[config.mk]
export PLATFORM = sky130hd
export DESIGN_NAME = scan_chain_noupd
export DESIGN_NICKNAME = d
export VERILOG_FILES = /design/src/rtl/scan_pkg.sv /design/src/rtl/scan_mode_decode.sv /design/src/rtl/scan_cell_chain.sv /design/src/rtl/scan_tdo_stage.sv /design/src/rtl/scan_core_clk.sv /design/src/rtl/scan_chain_noupd.sv
export SDC_FILE = /design/constraint.sdc
export NUM_CORES = 1
export LEC_CHECK = 0
export BUFFER_PORTS_ARGS = -buffer_cell sky130_fd_sc_hd__clkbuf_2
export CELL_PAD_IN_SITES_DETAIL_PLACEMENT = 1
export CELL_PAD_IN_SITES_GLOBAL_PLACEMENT = 2
export CORE_MARGIN = 5
export CORE_UTILIZATION = 26
export DETAILED_ROUTE_END_ITERATION = 16
export PLACE_DENSITY = 0.79
export SLEW_MARGIN = 20
export SYNTH_ARGS = -nofsm -noshare
export SYNTH_HDL_FRONTEND = slang
export SYNTH_SLANG_ARGS = --single-unit
[constraint.sdc]
create_clock -name tck -period 1 [get_ports tck]
set_input_delay 0.1 -clock tck [delete_from_list [all_inputs] [get_ports tck]]
set_output_delay 0.1 -clock tck [all_outputs]
set_load 0.01 [all_outputs]
[src/rtl/scan_pkg.sv]
package scan_pkg;
    typedef enum logic [1:0] {
        SM_SYSTEM   = 2'b00,
        SM_INTERNAL = 2'b01,
        SM_EXTERNAL = 2'b10,
        SM_SPARE    = 2'b11
    } scan_mode_e;

    typedef struct packed {
        logic int_act;
        logic ext_act;
    } mode_dec_t;
endpackage

[src/rtl/scan_mode_decode.sv]
module scan_mode_decode
    import scan_pkg::*;
(
    input  logic [1:0] mode_i,
    input  logic       chain_sel_i,
    output mode_dec_t  dec_o
);
    scan_mode_e m;

    always_comb begin
        m = scan_mode_e'(mode_i);
        dec_o = '0;
        if (chain_sel_i) begin
            unique case (m)
                SM_INTERNAL: dec_o.int_act = 1'b1;
                SM_EXTERNAL: dec_o.ext_act = 1'b1;
                default:     dec_o = '0;
            endcase
        end
    end
endmodule

[src/rtl/scan_cell_chain.sv]
module scan_cell_chain #(
    parameter int NUM_IN  = 8,
    parameter int NUM_OUT = 8
) (
    input  logic               clk_i,
    input  logic               rst_ni,
    input  logic               tdi_i,
    input  logic               cap_core_i,
    input  logic               cap_sys_i,
    input  logic               shift_i,
    input  logic [NUM_OUT-1:0] core_out_i,
    input  logic [NUM_IN-1:0]  sys_in_i,
    output logic [NUM_IN-1:0]  in_cells_o,
    output logic [NUM_OUT-1:0] out_cells_o,
    output logic               tail_o
);
    localparam int LEN = NUM_IN + NUM_OUT;

    typedef struct packed {
        logic [LEN-1:0] cells;
    } chain_st_t;

    chain_st_t s_d, s_q;
    logic [LEN-1:0] serial_src;

    // serial source for each cell: its upstream neighbour, top cell takes tdi
    for (genvar g = 0; g < LEN; g++) begin : g_src
        if (g == LEN - 1) begin : g_top
            assign serial_src[g] = tdi_i;
        end else begin : g_mid
            assign serial_src[g] = s_q.cells[g+1];
        end
    end

    always_comb begin
        s_d = s_q;
        if (cap_core_i || cap_sys_i) begin
            if (cap_core_i) s_d.cells[NUM_OUT-1:0]   = core_out_i;
            if (cap_sys_i)  s_d.cells[LEN-1:NUM_OUT] = sys_in_i;
        end else if (shift_i) begin
            s_d.cells = serial_src;
        end
    end

    always_ff @(posedge clk_i or negedge rst_ni) begin
        if (!rst_ni) s_q <= '0;
        else         s_q <= s_d;
    end

    assign out_cells_o = s_q.cells[NUM_OUT-1:0];
    assign in_cells_o  = s_q.cells[LEN-1:NUM_OUT];
    assign tail_o      = s_q.cells[0];

    p_shift_move_r4: assert property (@(posedge clk_i) disable iff (!rst_ni)
        (shift_i && !cap_core_i && !cap_sys_i) |=>
            (s_q.cells[LEN-2:0] == $past(s_q.cells[LEN-1:1])) && (s_q.cells[LEN-1] == $past(tdi_i)));

    p_cap_core_r6: assert property (@(posedge clk_i) disable iff (!rst_ni)
        (cap_core_i && !cap_sys_i) |=>
            (out_cells_o == $past(core_out_i)) && $stable(in_cells_o));

    p_cap_sys_r9: assert property (@(posedge clk_i) disable iff (!rst_ni)
        (cap_sys_i && !cap_core_i) |=>
            (in_cells_o == $past(sys_in_i)) && $stable(out_cells_o));
endmodule

[src/rtl/scan_tdo_stage.sv]
module scan_tdo_stage (
    input  logic clk_i,
    input  logic rst_ni,
    input  logic bit_i,
    output logic tdo_o
);
    typedef struct packed {
        logic tdo;
    } tdo_st_t;

    tdo_st_t s_d, s_q;

    always_comb begin
        s_d     = s_q;
        s_d.tdo = bit_i;
    end

    always_ff @(negedge clk_i or negedge rst_ni) begin
        if (!rst_ni) s_q <= '0;
        else         s_q <= s_d;
    end

    assign tdo_o = s_q.tdo;

    // at the rising edge the chain has not yet moved, so tdo must match its tail
    p_tdo_tail_r5: assert property (@(posedge clk_i) disable iff (!rst_ni)
        tdo_o == bit_i);
endmodule

[src/rtl/scan_core_clk.sv]
module scan_core_clk (
    input  logic clk_i,
    input  logic rst_ni,
    input  logic int_act_i,
    input  logic rti_i,
    output logic pulse_o
);
    typedef struct packed {
        logic rti_seen;
        logic pulse;
    } clk_st_t;

    clk_st_t s_d, s_q;

    always_comb begin
        s_d          = s_q;
        s_d.pulse    = int_act_i && rti_i && !s_q.rti_seen;
        s_d.rti_seen = int_act_i && rti_i;
    end

    always_ff @(posedge clk_i or negedge rst_ni) begin
        if (!rst_ni) s_q <= '0;
        else         s_q <= s_d;
    end

    assign pulse_o = s_q.pulse;

    p_pulse_width_r8: assert property (@(posedge clk_i) disable iff (!rst_ni)
        pulse_o |=> !pulse_o);

    p_pulse_cause_r8: assert property (@(posedge clk_i) disable iff (!rst_ni)
        pulse_o |-> $past(int_act_i && rti_i));
endmodule

[src/rtl/scan_chain_noupd.sv]
module scan_chain_noupd
    import scan_pkg::*;
#(
    parameter int NUM_IN  = 8,
    parameter int NUM_OUT = 8
) (
    input  logic               tck,
    input  logic               rst_n,
    input  logic               tdi,
    output logic               tdo,
    input  logic               cap_dr,
    input  logic               shift_dr,
    input  logic               rti,
    input  logic [1:0]         mode,
    input  logic               chain_sel,
    input  logic [NUM_IN-1:0]  sys_in,
    output logic [NUM_IN-1:0]  core_in,
    input  logic [NUM_OUT-1:0] core_out,
    output logic [NUM_OUT-1:0] sys_out,
    output logic               core_clk_pulse
);
    mode_dec_t          dec;
    logic               active;
    logic               cap_core, cap_sys, shift_en;
    logic [NUM_IN-1:0]  in_cells;
    logic [NUM_OUT-1:0] out_cells;
    logic               tail;

    scan_mode_decode u_dec (
        .mode_i      (mode),
        .chain_sel_i (chain_sel),
        .dec_o       (dec)
    );

    always_comb begin
        active   = dec.int_act || dec.ext_act;
        cap_core = dec.int_act && cap_dr;
        cap_sys  = dec.ext_act && cap_dr;
        shift_en = active && shift_dr;
    end

    scan_cell_chain #(.NUM_IN(NUM_IN), .NUM_OUT(NUM_OUT)) u_chain (
        .clk_i       (tck),
        .rst_ni      (rst_n),
        .tdi_i       (tdi),
        .cap_core_i  (cap_core),
        .cap_sys_i   (cap_sys),
        .shift_i     (shift_en),
        .core_out_i  (core_out),
        .sys_in_i    (sys_in),
        .in_cells_o  (in_cells),
        .out_cells_o (out_cells),
        .tail_o      (tail)
    );

    scan_tdo_stage u_tdo (
        .clk_i  (tck),
        .rst_ni (rst_n),
        .bit_i  (tail),
        .tdo_o  (tdo)
    );

    scan_core_clk u_cclk (
        .clk_i     (tck),
        .rst_ni    (rst_n),
        .int_act_i (dec.int_act),
        .rti_i     (rti),
        .pulse_o   (core_clk_pulse)
    );

    // no update latch: the cells feed the driven side directly
    always_comb begin
        core_in = dec.int_act ? in_cells  : sys_in;
        sys_out = dec.ext_act ? out_cells : core_out;
    end

    p_idle_pass_r2: assert property (@(posedge tck) disable iff (!rst_n)
        !(dec.int_act || dec.ext_act) |-> (core_in == sys_in) && (sys_out == core_out));

    p_idle_hold_r3: assert property (@(posedge tck) disable iff (!rst_n)
        !active |=> $stable(in_cells) && $stable(out_cells));

    p_int_drive_r7: assert property (@(posedge tck) disable iff (!rst_n)
        dec.int_act |-> (core_in == in_cells) && (sys_out == core_out));

    p_ext_drive_r10: assert property (@(posedge tck) disable iff (!rst_n)
        dec.ext_act |-> (sys_out == out_cells) && (core_in == sys_in));
endmodule

==> run_results.csv <==
group,metric,value,unit
drt,dr.pass1.iters,4,
drt,drtIter0Drc,38,
place,routabilityCongestion,0.7206,
critical_path,path_buf_inv,1,
critical_path,crit_arrival,1.27,ns
critical_path,cp_cell_sequence,"buf_2",
clock_tree,clock_latency,0.27,ns
synth,netlist_area,1154,um2
clock_tree,cts_root_buffer,"clkbuf_8",
critical_path,r2r-end,"u_chain.s_q[0]",
sta,setup_ws,-0.3680,ns
drt,drc,0,
synth,ys_seq_area_share,41.21,%
sta,rsz0062_at_grt,"yes",
drt,ant_nets,0,
critical_path,startpoint_type,"flop",
critical_path,reg2reg_depth,3,
global_routing,track_usage,12.32,%
critical_path,cp_data_required_time,0.90,ns
synth,syn_inst,104,
critical_path,crit_path_top_delay_cell,"dfrtn_1",
drt,wire_per_inst,17.41,um
critical_path,rr_startpoint,"u_chain.s_q[1]",
global_routing,grt_pass1_wl,5989,um
power_and_ir_drop,intPower,2.056,mW
drt,wl,3899,um
floorplanning,fp-row-count,24,
critical_path,crit_type,"flop to output pin",
floorplanning,die_y,76.61,um
synth,synth_fp_nets,129,
flow_run,max-cap-violations,0,
floorplanning,pin_count,43,
clock_tree,clkTransAtPathRegs,0.07,ns
finish,final_nets,198,
outcome,status,"finished with violations",
sta,worstMarginPinSlew,0.3126,ns
finish,finalNonFillerCells,224,
outcome,failed_checks,"negative setup slack",
global_routing,gr-total-overflow,0,
min_path,worstHoldPathType,"input pin to flop",
critical_path,crit_start,"u_tdo.tdo_o",
finish,mostFrequentLayoutCell,"clkbuf_2",
finish,drive_gt1_share,58.14,%
critical_path,critPathMaxFanout,1,
power_and_ir_drop,leakage,0.8877,nW
power_and_ir_drop,seq_power_share,38.3,%
sta,relSlewSlack,79.16,%
critical_path,cp-end-kind,"output pin",
global_routing,antenna_found_initial,0,
floorplanning,die_x,76.61,um
finish,layout_common_cells,"clkbuf_2 (25), buf_6 (22), buf_4 (18), dfrtp_1 (18), mux2_4 (17)",
power_and_ir_drop,p_per_area,1578,nW/um2
finish,fillers,499,
critical_path,critPathMaxStageDelay,0.38,ns
clock_tree,cts_buffers,3,
power_and_ir_drop,power.switching,0.9447,mW
global_routing,first_global_vias,1225,
clock_tree,cts.path.max_buffers,2,
sta,setup_tns,-3.007,ns
sta,finClkSkew,0.01442,ns
power_and_ir_drop,power_frac_clock,18.3,%
power_and_ir_drop,p_comb_share,43.4,%
place,numPortBuffers,42,
clock_tree,cts.sinks,19,
place,place_inst,201,
finish,syn2layout_area_growth,64.86,%
sta,hold_violations,0,
finish,n_antenna_cell,0,
sta,setup_viol,19,
power_and_ir_drop,ir_worst_vdd,0.6488,mV
floorplanning,start_util,26.68,%
drt,vias,1124,
synth,syn_avg_cell_area,11.09,um2
floorplanning,core,4324,um2
critical_path,ff2ff_setup_slack,-0.14,ns
synth,netlist-cell-type-count,19,
min_path,hold_depth,3,
critical_path,cpLargestDelayFamily,"flip-flops",
floorplanning,dieArea,5869,um2
clock_tree,htreeDepth,1,
synth,yosysWarningCount,0,
critical_path,worst-path-stages,1,
power_and_ir_drop,netSwitchingFraction,31.48,%
synth,ys_ff_latch,19,
sta,drv_slew,0,
clock_tree,cts_tree,"done",
critical_path,crit_end,"tdo",
place,dpl.hpwl,2477,um
global_routing,grt_max_degree,32,
drt,via_per_inst,5.018,
[registers in the layout (all words and copies together) (netlist names)]
register / cells
u_cclk.s_q: 1
u_cclk.pulse_o: 1
u_tdo.tdo_o: 1
u_chain.s_q: 16
[repair_timing]
| action | in CTS | in global routing |
|---|---|---|
| setup buffers | 11 | 9 |
| pin swaps | 2 | 6 |
| resized for setup | 21 | 44 |
| hold endpoints to repair | 18 | 0 |
| cloned | 0 | 1 |
| hold buffers | 1 | 0 |
| endpoints found under the setup margin | 25 | 32 |
[logic make-up after synthesis]
| family | synth area share, % |
|---|---|
| flops | 41.21 |
| buf+inv | 4.013 |
| simple gates | 5.966 |
| compound gates | 18.22 |
| mux | 30.58 |
[worst min-delay path by stage]
stage	startpoint	end	slack [ns]
2_1_floorplan	rst_n	u_cclk.pulse_o	-0.20
3_3_place_gp	rst_n	u_chain.s_q[7]	0.16
3_5_place_dp	rst_n	u_chain.s_q[0]	0.17
4_1_cts	rti	u_cclk.s_q[1]	0.05
5_1_grt	rti	u_cclk.s_q[1]	0.06
6_report	rti	u_cclk.s_q[1]	0.06
[cells in the mapped netlist]
master | instances | share of area (%)
clkbuf_1 | 3 | 0.98
mux2_2 | 1 | 0.98
a21oi_1 | 15 | 6.5
a21oi_4 | 1 | 1.4
a31oi_1 | 15 | 8.1
buf_2 | 4 | 1.7
dfrtn_1 | 1 | 2.2
dfrtp_1 | 18 | 39
mux2i_1 | 15 | 13
nand2_1 | 2 | 0.65
nand3b_1 | 2 | 1.3
o22ai_2 | 2 | 2.2
buf_6 | 1 | 0.98
nor3_1 | 1 | 0.43
nor2_1 | 2 | 0.65
inv_1 | 1 | 0.33
nand2b_4 | 2 | 2.4
nand2b_1 | 1 | 0.54
mux2_1 | 17 | 17
[routing by layer]
metal / part of all wire (%) / GRT usage [%]
met1: 45 / 16.67
met2: 49 / 19.43
met3: 4.6 / 2.837
met4: 1.5 / 3.671
met5: 0 / 0
[power by group through the flow]
stage,Combinational (mW),Clock [mW],Sequential (mW)
floorplan,0.487,0,1.13
global placement,0.719,0,1.16
detailed placement,0.755,0,1.18
CTS,1.09,0.565,1.14
global route,1.41,0.597,1.18
finish,1.30,0.550,1.15
[area by class of cell]
class                      count  area, um2  area share (%)
clock buffer                   4      45.04           2.368
sequential                    19      475.5           25.00
timing repair buffer          72      593.1           31.18
multi-input combinational     76      719.4           37.83
inverter                       1      3.754          0.1974
tap                           52      65.06           3.421
[metrics by stage]
stage                     total power, mW  utilization [%]  worst slack, ns  cell area, um2  hold WS (ns)
final                               3.001            43.98          -0.3680            1902       0.05503
after global routing                3.189            43.98          -0.4067            1902       0.05973
after CTS                           2.796            39.53          -0.3863            1709       0.05438
after detailed placement            1.932            34.40          -0.3197            1488        0.1730
after global placement              1.883            34.40          -0.2470            1488        0.1599
after floorplan                     1.614                -          -0.2151            1162       -0.1956
(Power assumes the default switching activity.)
